<file path="config.mk">
export PLATFORM = sky130hd
export DESIGN_NAME = fe_mux_readout
export DESIGN_NICKNAME = d
export VERILOG_FILES = /design/src/rtl/fe_mux_pkg.sv /design/src/rtl/fe_trig_ctl.sv /design/src/rtl/fe_seq_fsm.sv /design/src/rtl/fe_lane_order.sv /design/src/rtl/fe_mux_readout.sv
export SDC_FILE = /design/constraint.sdc
export NUM_CORES = 1
export LEC_CHECK = 0
export ABC_AREA = 1
export BUFFER_PORTS_ARGS = -buffer_cell sky130_fd_sc_hd__buf_2
export CORE_ASPECT_RATIO = 2
export CORE_UTILIZATION = 50
export CTS_CLUSTER_DIAMETER = 60
export DETAILED_ROUTE_END_ITERATION = 7
export GPL_ROUTABILITY_DRIVEN = 0
export PLACE_DENSITY = 0.72
export SYNTH_ARGS = -nofsm -noshare
export SYNTH_HDL_FRONTEND = slang
export SYNTH_SLANG_ARGS = --single-unit
</file>
<file path="constraint.sdc">
create_clock -name clk_i -period 5.29 [get_ports clk_i]
set_clock_uncertainty 0.15 [all_clocks]
set_input_delay 0.529 -clock clk_i [delete_from_list [all_inputs] [get_ports clk_i]]
set_output_delay 0.529 -clock clk_i [all_outputs]
set_load 0.1 [all_outputs]
</file>
<file path="src/rtl/fe_mux_pkg.sv">
package fe_mux_pkg;
  typedef enum logic [2:0] {
    ST_IDLE,
    ST_DLY,
    ST_HLD,
    ST_MHI,
    ST_MLO,
    ST_CONV,
    ST_WR
  } seq_st_e;
endpackage

</file>
<file path="src/rtl/fe_trig_ctl.sv">
module fe_trig_ctl #(
  parameter int unsigned N_CHIP = 4,
  parameter int unsigned CONN_W = 2,
  parameter int unsigned DLY_W  = 8,
  parameter int unsigned MISS_W = 8
) (
  input  logic                     clk_i,
  input  logic                     rst_ni,
  input  logic                     trig_i,
  input  logic                     busy_i,
  input  logic                     cfg_load_i,
  input  logic [DLY_W-1:0]         cfg_dly_i,
  input  logic                     cfg_cal_en_i,
  input  logic [N_CHIP*CONN_W-1:0] cfg_map_i,
  output logic                     go_o,
  output logic [DLY_W-1:0]         dly_o,
  output logic                     cal_en_o,
  output logic [N_CHIP*CONN_W-1:0] map_o,
  output logic [MISS_W-1:0]        miss_cnt_o
);
  logic trig_q;
  logic trig_edge;

  assign trig_edge = trig_i & ~trig_q;
  assign go_o      = trig_edge & ~busy_i;

  always_ff @(posedge clk_i or negedge rst_ni) begin
    if (!rst_ni) trig_q <= 1'b0;
    else         trig_q <= trig_i;
  end

  // config shadow, only writable between readouts
  always_ff @(posedge clk_i or negedge rst_ni) begin
    if (!rst_ni) begin
      dly_o    <= '0;
      cal_en_o <= 1'b0;
      for (int k = 0; k < int'(N_CHIP); k++) map_o[k*CONN_W +: CONN_W] <= CONN_W'(k);
    end else if (cfg_load_i && !busy_i) begin
      dly_o    <= cfg_dly_i;
      cal_en_o <= cfg_cal_en_i;
      map_o    <= cfg_map_i;
    end
  end

  always_ff @(posedge clk_i or negedge rst_ni) begin
    if (!rst_ni) miss_cnt_o <= '0;
    else if (trig_edge && busy_i && (miss_cnt_o != '1)) miss_cnt_o <= miss_cnt_o + 1'b1;
  end
endmodule

</file>
<file path="src/rtl/fe_seq_fsm.sv">
module fe_seq_fsm
  import fe_mux_pkg::*;
#(
  parameter int unsigned N_CHIP = 4,
  parameter int unsigned N_MCLK = 38,
  parameter int unsigned DLY_W  = 8,
  parameter int unsigned SLOT_W = 6,
  parameter int unsigned CONN_W = 2
) (
  input  logic              clk_i,
  input  logic              rst_ni,
  input  logic              go_i,
  input  logic [DLY_W-1:0]  dly_i,
  input  logic              cal_en_i,
  input  logic              adc_done_i,
  output logic              busy_o,
  output logic              hold_no_o,
  output logic              cal_o,
  output logic              mux_clk_o,
  output logic              srin_o,
  output logic              adc_start_o,
  output logic              done_o,
  output logic              cap_o,
  output logic              wr_o,
  output logic [SLOT_W-1:0] slot_o,
  output logic [CONN_W-1:0] conn_o
);
  localparam logic [SLOT_W-1:0] LAST_SLOT = SLOT_W'(N_MCLK - 1);
  localparam logic [CONN_W-1:0] LAST_CONN = CONN_W'(N_CHIP - 1);

  seq_st_e           st_q, st_d;
  logic [DLY_W-1:0]  cnt_q, cnt_d;
  logic [SLOT_W-1:0] slot_q, slot_d;
  logic [CONN_W-1:0] conn_q, conn_d;
  logic              fin;
  logic              in_hold_d;
  logic              srin_d;

  always_comb begin
    st_d   = st_q;
    cnt_d  = cnt_q;
    slot_d = slot_q;
    conn_d = conn_q;
    fin    = 1'b0;
    unique case (st_q)
      ST_IDLE: if (go_i) begin
        st_d  = ST_DLY;
        cnt_d = dly_i;
      end
      ST_DLY: begin
        if (cnt_q == '0) st_d = ST_HLD;
        else             cnt_d = cnt_q - 1'b1;
      end
      ST_HLD: begin
        st_d   = ST_MHI;
        slot_d = '0;
      end
      ST_MHI: st_d = ST_MLO;
      ST_MLO: st_d = ST_CONV;
      ST_CONV: if (adc_done_i) begin
        st_d   = ST_WR;
        conn_d = '0;
      end
      ST_WR: begin
        if (conn_q == LAST_CONN) begin
          if (slot_q == LAST_SLOT) begin
            st_d = ST_IDLE;
            fin  = 1'b1;
          end else begin
            st_d   = ST_MHI;
            slot_d = slot_q + 1'b1;
          end
        end else begin
          conn_d = conn_q + 1'b1;
        end
      end
      default: st_d = ST_IDLE;
    endcase
  end

  assign in_hold_d = st_d inside {ST_HLD, ST_MHI, ST_MLO, ST_CONV, ST_WR};
  // token present from just after first rise through the second rise
  assign srin_d = ((slot_d == '0) && (st_d inside {ST_MLO, ST_CONV, ST_WR})) ||
                  ((slot_d == SLOT_W'(1)) && (st_d == ST_MHI));

  always_ff @(posedge clk_i or negedge rst_ni) begin
    if (!rst_ni) begin
      st_q   <= ST_IDLE;
      cnt_q  <= '0;
      slot_q <= '0;
      conn_q <= '0;
    end else begin
      st_q   <= st_d;
      cnt_q  <= cnt_d;
      slot_q <= slot_d;
      conn_q <= conn_d;
    end
  end

  always_ff @(posedge clk_i or negedge rst_ni) begin
    if (!rst_ni) begin
      hold_no_o   <= 1'b1;
      cal_o       <= 1'b0;
      mux_clk_o   <= 1'b0;
      srin_o      <= 1'b0;
      adc_start_o <= 1'b0;
      done_o      <= 1'b0;
    end else begin
      hold_no_o   <= ~in_hold_d;
      cal_o       <= (st_d == ST_HLD) && cal_en_i;
      mux_clk_o   <= (st_d == ST_MHI);
      srin_o      <= srin_d;
      adc_start_o <= (st_d == ST_CONV) && (st_q == ST_MLO);
      done_o      <= fin;
    end
  end

  assign busy_o = (st_q != ST_IDLE);
  assign cap_o  = (st_q == ST_CONV) && adc_done_i;
  assign wr_o   = (st_q == ST_WR);
  assign slot_o = slot_q;
  assign conn_o = conn_q;
endmodule

</file>
<file path="src/rtl/fe_lane_order.sv">
module fe_lane_order #(
  parameter int unsigned N_CHIP = 4,
  parameter int unsigned ADC_W  = 12,
  parameter int unsigned SLOT_W = 6,
  parameter int unsigned CONN_W = 2,
  localparam int unsigned WORD_W = SLOT_W + CONN_W + ADC_W
) (
  input  logic                     clk_i,
  input  logic                     rst_ni,
  input  logic                     cap_i,
  input  logic [N_CHIP*ADC_W-1:0]  adc_data_i,
  input  logic [N_CHIP*CONN_W-1:0] map_i,
  input  logic                     wr_i,
  input  logic [SLOT_W-1:0]        slot_i,
  input  logic [CONN_W-1:0]        conn_i,
  output logic                     fifo_wr_o,
  output logic [WORD_W-1:0]        fifo_data_o
);
  logic [ADC_W-1:0]  lane_q [N_CHIP];
  logic [CONN_W-1:0] map_a  [N_CHIP];
  logic [CONN_W-1:0] sel;

  for (genvar c = 0; c < int'(N_CHIP); c++) begin : g_lane
    always_ff @(posedge clk_i or negedge rst_ni) begin
      if (!rst_ni)    lane_q[c] <= '0;
      else if (cap_i) lane_q[c] <= adc_data_i[c*ADC_W +: ADC_W];
    end
    assign map_a[c] = map_i[c*CONN_W +: CONN_W];
  end

  assign sel         = map_a[conn_i];
  assign fifo_wr_o   = wr_i;
  assign fifo_data_o = {slot_i, conn_i, lane_q[sel]};
endmodule

</file>
<file path="src/rtl/fe_mux_readout.sv">
module fe_mux_readout #(
  parameter int unsigned N_CHIP = 4,
  parameter int unsigned ADC_W  = 12,
  parameter int unsigned N_MCLK = 38,
  parameter int unsigned DLY_W  = 8,
  parameter int unsigned MISS_W = 8,
  localparam int unsigned SLOT_W = $clog2(N_MCLK),
  localparam int unsigned CONN_W = $clog2(N_CHIP),
  localparam int unsigned WORD_W = SLOT_W + CONN_W + ADC_W
) (
  input  logic                     clk_i,
  input  logic                     rst_ni,
  input  logic                     trig_i,
  input  logic                     cfg_load_i,
  input  logic [DLY_W-1:0]         cfg_hold_dly_i,
  input  logic                     cfg_cal_en_i,
  input  logic [N_CHIP*CONN_W-1:0] cfg_map_i,
  output logic                     hold_no_o,
  output logic                     cal_o,
  output logic                     mux_clk_o,
  output logic                     srin_o,
  output logic                     adc_start_o,
  input  logic                     adc_done_i,
  input  logic [N_CHIP*ADC_W-1:0]  adc_data_i,
  output logic                     fifo_wr_o,
  output logic [WORD_W-1:0]        fifo_data_o,
  output logic                     done_o,
  output logic [MISS_W-1:0]        miss_cnt_o
);
  logic                     busy, go, cal_en, cap, wr;
  logic [DLY_W-1:0]         dly;
  logic [N_CHIP*CONN_W-1:0] map;
  logic [SLOT_W-1:0]        slot;
  logic [CONN_W-1:0]        conn;

  fe_trig_ctl #(
    .N_CHIP(N_CHIP), .CONN_W(CONN_W), .DLY_W(DLY_W), .MISS_W(MISS_W)
  ) u_trig (
    .clk_i, .rst_ni, .trig_i,
    .busy_i      (busy),
    .cfg_load_i,
    .cfg_dly_i   (cfg_hold_dly_i),
    .cfg_cal_en_i,
    .cfg_map_i,
    .go_o        (go),
    .dly_o       (dly),
    .cal_en_o    (cal_en),
    .map_o       (map),
    .miss_cnt_o
  );

  fe_seq_fsm #(
    .N_CHIP(N_CHIP), .N_MCLK(N_MCLK), .DLY_W(DLY_W), .SLOT_W(SLOT_W), .CONN_W(CONN_W)
  ) u_seq (
    .clk_i, .rst_ni,
    .go_i       (go),
    .dly_i      (dly),
    .cal_en_i   (cal_en),
    .adc_done_i,
    .busy_o     (busy),
    .hold_no_o, .cal_o, .mux_clk_o, .srin_o, .adc_start_o, .done_o,
    .cap_o      (cap),
    .wr_o       (wr),
    .slot_o     (slot),
    .conn_o     (conn)
  );

  fe_lane_order #(
    .N_CHIP(N_CHIP), .ADC_W(ADC_W), .SLOT_W(SLOT_W), .CONN_W(CONN_W)
  ) u_order (
    .clk_i, .rst_ni,
    .cap_i   (cap),
    .adc_data_i,
    .map_i   (map),
    .wr_i    (wr),
    .slot_i  (slot),
    .conn_i  (conn),
    .fifo_wr_o,
    .fifo_data_o
  );
endmodule

</file>
==> metrics.md, run 1 <==
| Metric | Value |
|---|---|
| Core area | `9384 um2` |
| Antenna violations before repair | `0` |
| Die ar. | `10060 um2` |
| Max-cap violations | `0` |
| CP Launch Type | `flop` |
| Hold Path Class | `input pin to flop` |
| EDFF count, synth | `0` |
| Resized cells post-CTS | `0` |
| Final Instance Area | `5675 um2` |
| Place WS | `2.444 ns` |
| Grt met2 use | `0.4446` |
| Remaining global-route overflow | `0` |
| Yosys cell types | `36` |
| Status | `finished, final reports clean` |
| Vias | `4148` |
| Post-synth ARST share | `1.000` |
| Simple-gate share of the synthesized area | `0.2275` |
| Crit path DAT | `2.58 ns` |
| Largest family of logic cells by synthesized area | `simple AND/OR/NAND/NOR gates` |
| Mean Syn Cell Area | `8.293 um2` |
| Post-detail-place hpwl | `8731 um` |
| Iter 0 DRT Violations | `218` |
| Fmax | `307.0 MHz` |
| Final net count | `752` |
| Die Wd | `71.42 um` |
| Root Buffer | `clkbuf_16` |
| Wirelength, routed | `11630 um` |
| Placed cell area | `5369 um2` |
| Slew Limit Headroom | `0.2592` |
| Setup violators final | `0` |
| Leading cell type in the layout, fill and taps excluded | `nand2_1` |
| Buffers on Ports | `104` |
| H-Tree Depth | `3` |
| Synth area leaders | `dfrtp_1 (49%), nand2_1 (13%), o21ai_0 (6.2%), inv_1 (5.5%), nor2_1 (4.1%)` |
| Synthesized cell area | `4818 um2` |
| Area fraction of the dominant cell type after synthesis | `0.4882` |
| Post-layout minimum cycle time | `3.257 ns` |
| Die Span Y | `140.8 um` |
| Slack of the critical path | `2.033 ns` |
| Met3 Track Usage GR | `0.04146` |
| RSZ-0062 raised after global routing | `false` |
| Vias/cell | `5.277` |
| Final hold violation count | `0` |
| Finished Core Util | `0.6048` |
| Initial Utilization | `0.5135` |
| Grt peak-use layer | `met2` |
| Critical path fanouts, max | `37` |
| Largest net degree at the start of global routing | `85` |
| Row count | `50` |
| Synth warn | `0` |
| Fraction of layout cells with a size suffix above 1 | `0.2405` |
| Post-Syn Instances | `581` |
| Mux share of post-synthesis cell area | `0.03506` |
| Fin crit share | `0.6157` |
| GRT Util Overall | `0.2417` |
| CTS sink cnt | `99` |
| Clk slew on worst S/H paths | `0.07 ns` |
| Num ports | `105` |
| Kind of critical path | `flop to primary output` |
| Global-route wire length before repair | `18620 um` |
| Drt pass-1 iters | `5` |
| CTS buffer count | `9` |
| Adder-cell share of the synthesized area | `0.01298` |
| Top_reg_cell synth | `dfrtp_1` |
| Antenna diode count | `0` |
| Max-slew violations | `0` |
| Residual DRC | `0` |
| Yosys reg bits | `99` |
| Setup TNS | `0 ns` |
| Syn nets | `656` |
| Clk Latency, worst-skew pair | `0.34 ns` |
| Synthesis-to-layout area growth | `17.79%` |
| Register area share after synthesis | `0.5155` |
| Met1 Use GR | `0.2522` |
| Drt wl/cell | `14.79 um` |
| Synth area leader | `dfrtp_1` |
| Synth Area in Compound Gates | `0.1119` |
| Worst endpoint required time | `4.61 ns` |
| CP endpoint kind | `primary output` |
| Vias in the first global route | `4074` |
| CTS max path bufs | `2` |
| Final ANT Viol Nets | `0` |
| Least-Margin Pin Slew | `1.110 ns` |
| Most frequent cells in the layout | `nand2_1 (161), buf_2 (103), dfrtp_1 (94)` |
| CTS tree | `done` |
| Xor/xnor cell area share of the yosys netlist | `0.01272` |
[per-stage QoR]
stage,std cells,hold slack (ns)
3_5_place_dp,769,0.3212
5_1_grt,786,0.1536
2_1_floorplan,581,0.08341
3_3_place_gp,769,0.3233
4_1_cts,786,0.1538
6_report,786,0.1657
[flip-flops by register name, indices dropped and copies added (netlist names)]
signal	cells
u_order.lane_q	48
u_seq.adc_start_o	1
u_seq.cal_o	1
u_seq.cnt_q	8
u_seq.conn_o	2
u_seq.done_o	1
u_seq.hold_no_o	1
u_seq.mux_clk_o	1
u_seq.slot_o	6
u_seq.srin_o	1
u_seq.st_q	3
u_trig.cal_en_o	1
u_trig.dly_o	8
u_trig.map_o	8
u_trig.miss_cnt_o	8
u_trig.trig_q	1
[synth_stat cells, types with 6 or more instances]
| master | number |
|---|---|
| o211ai_1 | 13 |
| dfrtp_1 | 94 |
| inv_1 | 71 |
| o21ai_0 | 60 |
| buf_2 | 13 |
| nor2_1 | 53 |
| nand3_1 | 23 |
| nand2_1 | 161 |
| a21oi_1 | 9 |
| inv_2 | 6 |
| mux2_2 | 14 |
[layer usage]
| layer | vias up | routed length (um) | share of wire |
|---|---|---|---|
| met3 | 28 | 506 | 0.044 |
| met2 | 154 | 6299 | 0.54 |
| met4 | 0 | 512 | 0.044 |
| met1 | 1939 | 4309 | 0.37 |
| li1 | 2027 | - | - |
| met5 | - | 0 | 0 |
[worst max-delay path, cell delays in order, from the launching register on]
cell	delay (ns)
dfrtp_1	0.46
inv_2	0.10
nand2_1	0.07
nand3_1	0.07
nand2_1	0.08
buf_4	0.34
inv_1	0.30
nor2_1	0.21
o21ai_0	0.10
nand2_1	0.07
buf_2	0.42
[cell type report]
class,instances,area [um2]
Sequential cell,99,2484
Inverter,77,289.0
Clock buffer,11,252.7
Timing Repair Buffer,107,548.0
Clock inverter,5,43.79
Multi-Input combinational cell,383,1928
Tap cell,104,130.1
Fill cell,843,3709
[worst paths after layout]
kind                            startpoint  cells past startpoint                  to  slack (ns)
setup / recovery           u_seq.conn_o[0]                     10      fifo_data_o[7]        2.03
hold / removal                      trig_i                      1       u_trig.trig_q        0.17
setup reg to reg             u_seq.st_q[0]                      4  u_order.lane_q[18]        2.65
hold reg to reg            u_trig.map_o[5]                      2     u_trig.map_o[5]        0.34
max in group asynchronous           rst_ni                      3     u_trig.map_o[1]        3.31
min in group asynchronous           rst_ni                      2     u_seq.slot_o[4]        0.53
[what timing repair did]
action                    in CTS  in global routing
setup buffers                  0                  0
hold endpoints to repair       4                  0
hold buffers                   1                  0
[kinds of logic (layout without fill, tap and decap cells)]
logic type,Yosys count,in the layout
AND/OR/NAND/NOR,260,260
flip-flops,99,99
XOR/XNOR,7,7
AO/OA/AOI/OAI,96,96
adder cells (fa/ha/maj),5,5
multiplexers,15,15
buffers and inverters,99,200
Power of run 1 is left out: the tool's default activity adds up to more than one toggle a clock period on the data nets, which glitch-free logic cannot reach.
==> run 2, diff against run 1 <==
--- a/config.mk
+++ b/config.mk
@@ -8,11 +8,11 @@
 export ABC_AREA = 1
 export BUFFER_PORTS_ARGS = -buffer_cell sky130_fd_sc_hd__buf_2
 export CORE_ASPECT_RATIO = 2
-export CORE_UTILIZATION = 50
+export CORE_UTILIZATION = 49
 export CTS_CLUSTER_DIAMETER = 60
 export DETAILED_ROUTE_END_ITERATION = 7
 export GPL_ROUTABILITY_DRIVEN = 0
-export PLACE_DENSITY = 0.72
+export PLACE_DENSITY = 0.74
 export SYNTH_ARGS = -nofsm -noshare
 export SYNTH_HDL_FRONTEND = slang
 export SYNTH_SLANG_ARGS = --single-unit
==> constraint.sdc (replaced) <==
create_clock -name clk_i -period 2.79 [get_ports clk_i]
set_clock_uncertainty 0.15 [all_clocks]
set_input_delay 0.279 -clock clk_i [delete_from_list [all_inputs] [get_ports clk_i]]
set_output_delay 0.279 -clock clk_i [all_outputs]
set_load 0.1 [all_outputs]
==> run 2 against run 1 <==
  * Count of clock-buffer cells in the layout is 2 lower
  * Final cell count is 7.6% higher
  * Die area is 2.0% higher
==> metrics.md, run 2 (synthesis gave the netlist of run 1 again) <==
| Metric | Value |
|---|---|
| Status | `finished, final reports clean` |
| Fmax | `382.0 MHz` |
| Worst path top cell family by delay | `compound AO/OA/AOI/OAI gates` |
| Die ar. | `10260 um2 (+2.0%)` |
| Most flop-heavy register | `u_order.lane_q` |
| CTS sink cnt | `99 (unchanged)` |
| Most frequent cells in the layout | `nand2_1 (160), dfrtp_1 (92), buf_2 (91)` |
| Max-cap violations | `0 (unchanged)` |
| Synthesis-to-layout area growth | `30.38%` |
| Die Wd | `72.12 um (+0.99%)` |
| Final ANT Viol Nets | `0 (unchanged)` |
| CTS max path bufs | `2 (unchanged)` |
| Core area | `9447 um2 (+0.67%)` |
| Drt wl/cell | `14.80 um (about the same)` |
| Antenna diode count | `0 (unchanged)` |
| Slew Limit Headroom | `0.4418 (+0.1825)` |
| Largest net degree at the start of global routing | `57 (-33%)` |
| Max FFs per register | `48 (unchanged)` |
| Remaining global-route overflow | `0 (unchanged)` |
| Initial Utilization | `0.5101 (-0.003400)` |
| Post-detail-place hpwl | `9263 um (+6.1%)` |
| Fraction of layout cells with a size suffix above 1 | `0.2402 (-0.0002457)` |
| Worst endpoint required time | `2.36 ns (-2.25 ns)` |
| Setup TNS | `0 ns (unchanged)` |
| Row count | `50 (unchanged)` |
| Least-Margin Pin Slew | `0.8353 ns (-0.2742 ns)` |
| Clk slew on worst S/H paths | `0.07 ns (about the same)` |
| Reg2reg setup slack | `0.61 ns (-2.04 ns)` |
| Hold path startpoint | `adc_data_i[7]` |
| Post-layout minimum cycle time | `2.617 ns` |
| Vias in the first global route | `4505 (+11%)` |
| Fin crit share | `0.9382` |
| Residual DRC | `0 (unchanged)` |
| Buffers on Ports | `104 (unchanged)` |
| CP endpoint kind | `primary output` |
| Cells on worst reg2reg path | `5 (+1)` |
| CP Launch Type | `flop` |
| Hold path endpoint | `u_order.lane_q[43]` |
| Hold Path Class | `input pin to flop` |
| Kind of critical path | `flop to primary output` |
| CP max-delay cell | `dfrtp_2` |
| Wirelength, routed | `12520 um (+7.7%)` |
| H-Tree Depth | `3 (unchanged)` |
| Num ports | `105 (unchanged)` |
| Final hold violation count | `0 (unchanged)` |
| Max-slew violations | `0 (unchanged)` |
| RSZ-0062 raised after global routing | `false` |
| Hold Path Depth | `3 (+2)` |
| Global-route wire length before repair | `20220 um (+8.6%)` |
| Vias/cell | `5.126 (-2.9%)` |
| CTS buffer count | `9 (unchanged)` |
| Root Buffer | `clkbuf_16` |
| Crit-path cells | `or2_2 -> a32oi_4 -> inv_2 -> o21ai_0 -> nand2_1 -> buf_12` |
| Vias | `4337 (+4.6%)` |
| Final net count | `786 (+4.5%)` |
| GRT Util Overall | `0.2586 (+0.01699)` |
| Setup violators final | `0 (unchanged)` |
| Crit path largest cell delay | `0.45 ns (about the same)` |
| CP Buf/Inv Count | `2 (-2)` |
| Drt pass-1 iters | `5 (unchanged)` |
| Antenna violations before repair | `0 (unchanged)` |
| Critical path fanouts, max | `12 (-68%)` |
| Leading cell type in the layout, fill and taps excluded | `nand2_1` |
| CTS tree | `done` |
| Die Span Y | `142.2 um (+1.0%)` |
| Crit path DAT | `2.19 ns (-0.39 ns)` |
| RR Endpoint | `u_trig.map_o[3]` |
| Iter 0 DRT Violations | `238 (+9.2%)` |
| Clk Latency, worst-skew pair | `0.34 ns (about the same)` |
| Worst reg2reg path startpoint | `u_seq.st_q[2]` |
==> run 2: area by class of cell <==
class / instances / area, um2
clock buffers: 9 / 225.2
clock inverters: 7 / 98.84
fillers: 752 / 3164
inverters: 77 / 292.8
multi-input cells: 383 / 1942
flip-flops and latches: 99 / 2486
well taps: 130 / 162.7
repair buffers: 141 / 1075
==> run 2: through the flow <==
step | area (um2) | utilization | setup WS [ns] | hold WS [ns] | instances
after floorplan | 4821 | - | 0.1317 | -0.1666 | 581
after global placement | 5627 | 0.5956 | 0.5613 | 0.1723 | 799
after detailed placement | 5627 | 0.5956 | 0.4994 | 0.1797 | 799
after CTS | 6261 | 0.6628 | 0.1060 | 0.002541 | 846
after global routing | 6282 | 0.6650 | 0.08367 | 0.006497 | 846
final | 6282 | 0.6650 | 0.1725 | 0.001610 | 846
==> run 2: metal layers <==
layer | GRT usage | wire length (um) | vias up
met5 | 0 | 0 | -
met4 | 0.1713 | 785 | 0
met3 | 0.04320 | 517 | 45
met2 | 0.4747 | 6888 | 166
met1 | 0.2580 | 4330 | 2028
li1 | - | - | 2098
==> run 2: how the worst max path moves through the flow <==
stage	startpoint	end	slack, ns	cells after the start
5_1_grt	u_seq.conn_o[0]	fifo_data_o[4]	0.08	6
2_1_floorplan	u_seq.conn_o[0]	fifo_data_o[10]	0.13	6
6_report	u_seq.conn_o[0]	fifo_data_o[4]	0.17	6
3_3_place_gp	u_seq.conn_o[0]	fifo_data_o[5]	0.56	6
4_1_cts	u_seq.conn_o[0]	fifo_data_o[11]	0.11	6
3_5_place_dp	u_seq.conn_o[0]	fifo_data_o[3]	0.50	6
==> run 2: timing repair <==
item / in CTS / in global routing
endpoints found under the setup margin: 0 / 9
resized for setup: 0 / 4
buffers inserted: 0 / 0
endpoints found under the hold margin: 70 / 0
hold buffers: 31 / 0
==> run 2: tightest hold or removal path: stages <==
cell and delay (ns):
buf_2 0.07, nand2_1 0.04, o21ai_0 0.06
Power of run 2 is left out for the same reason.
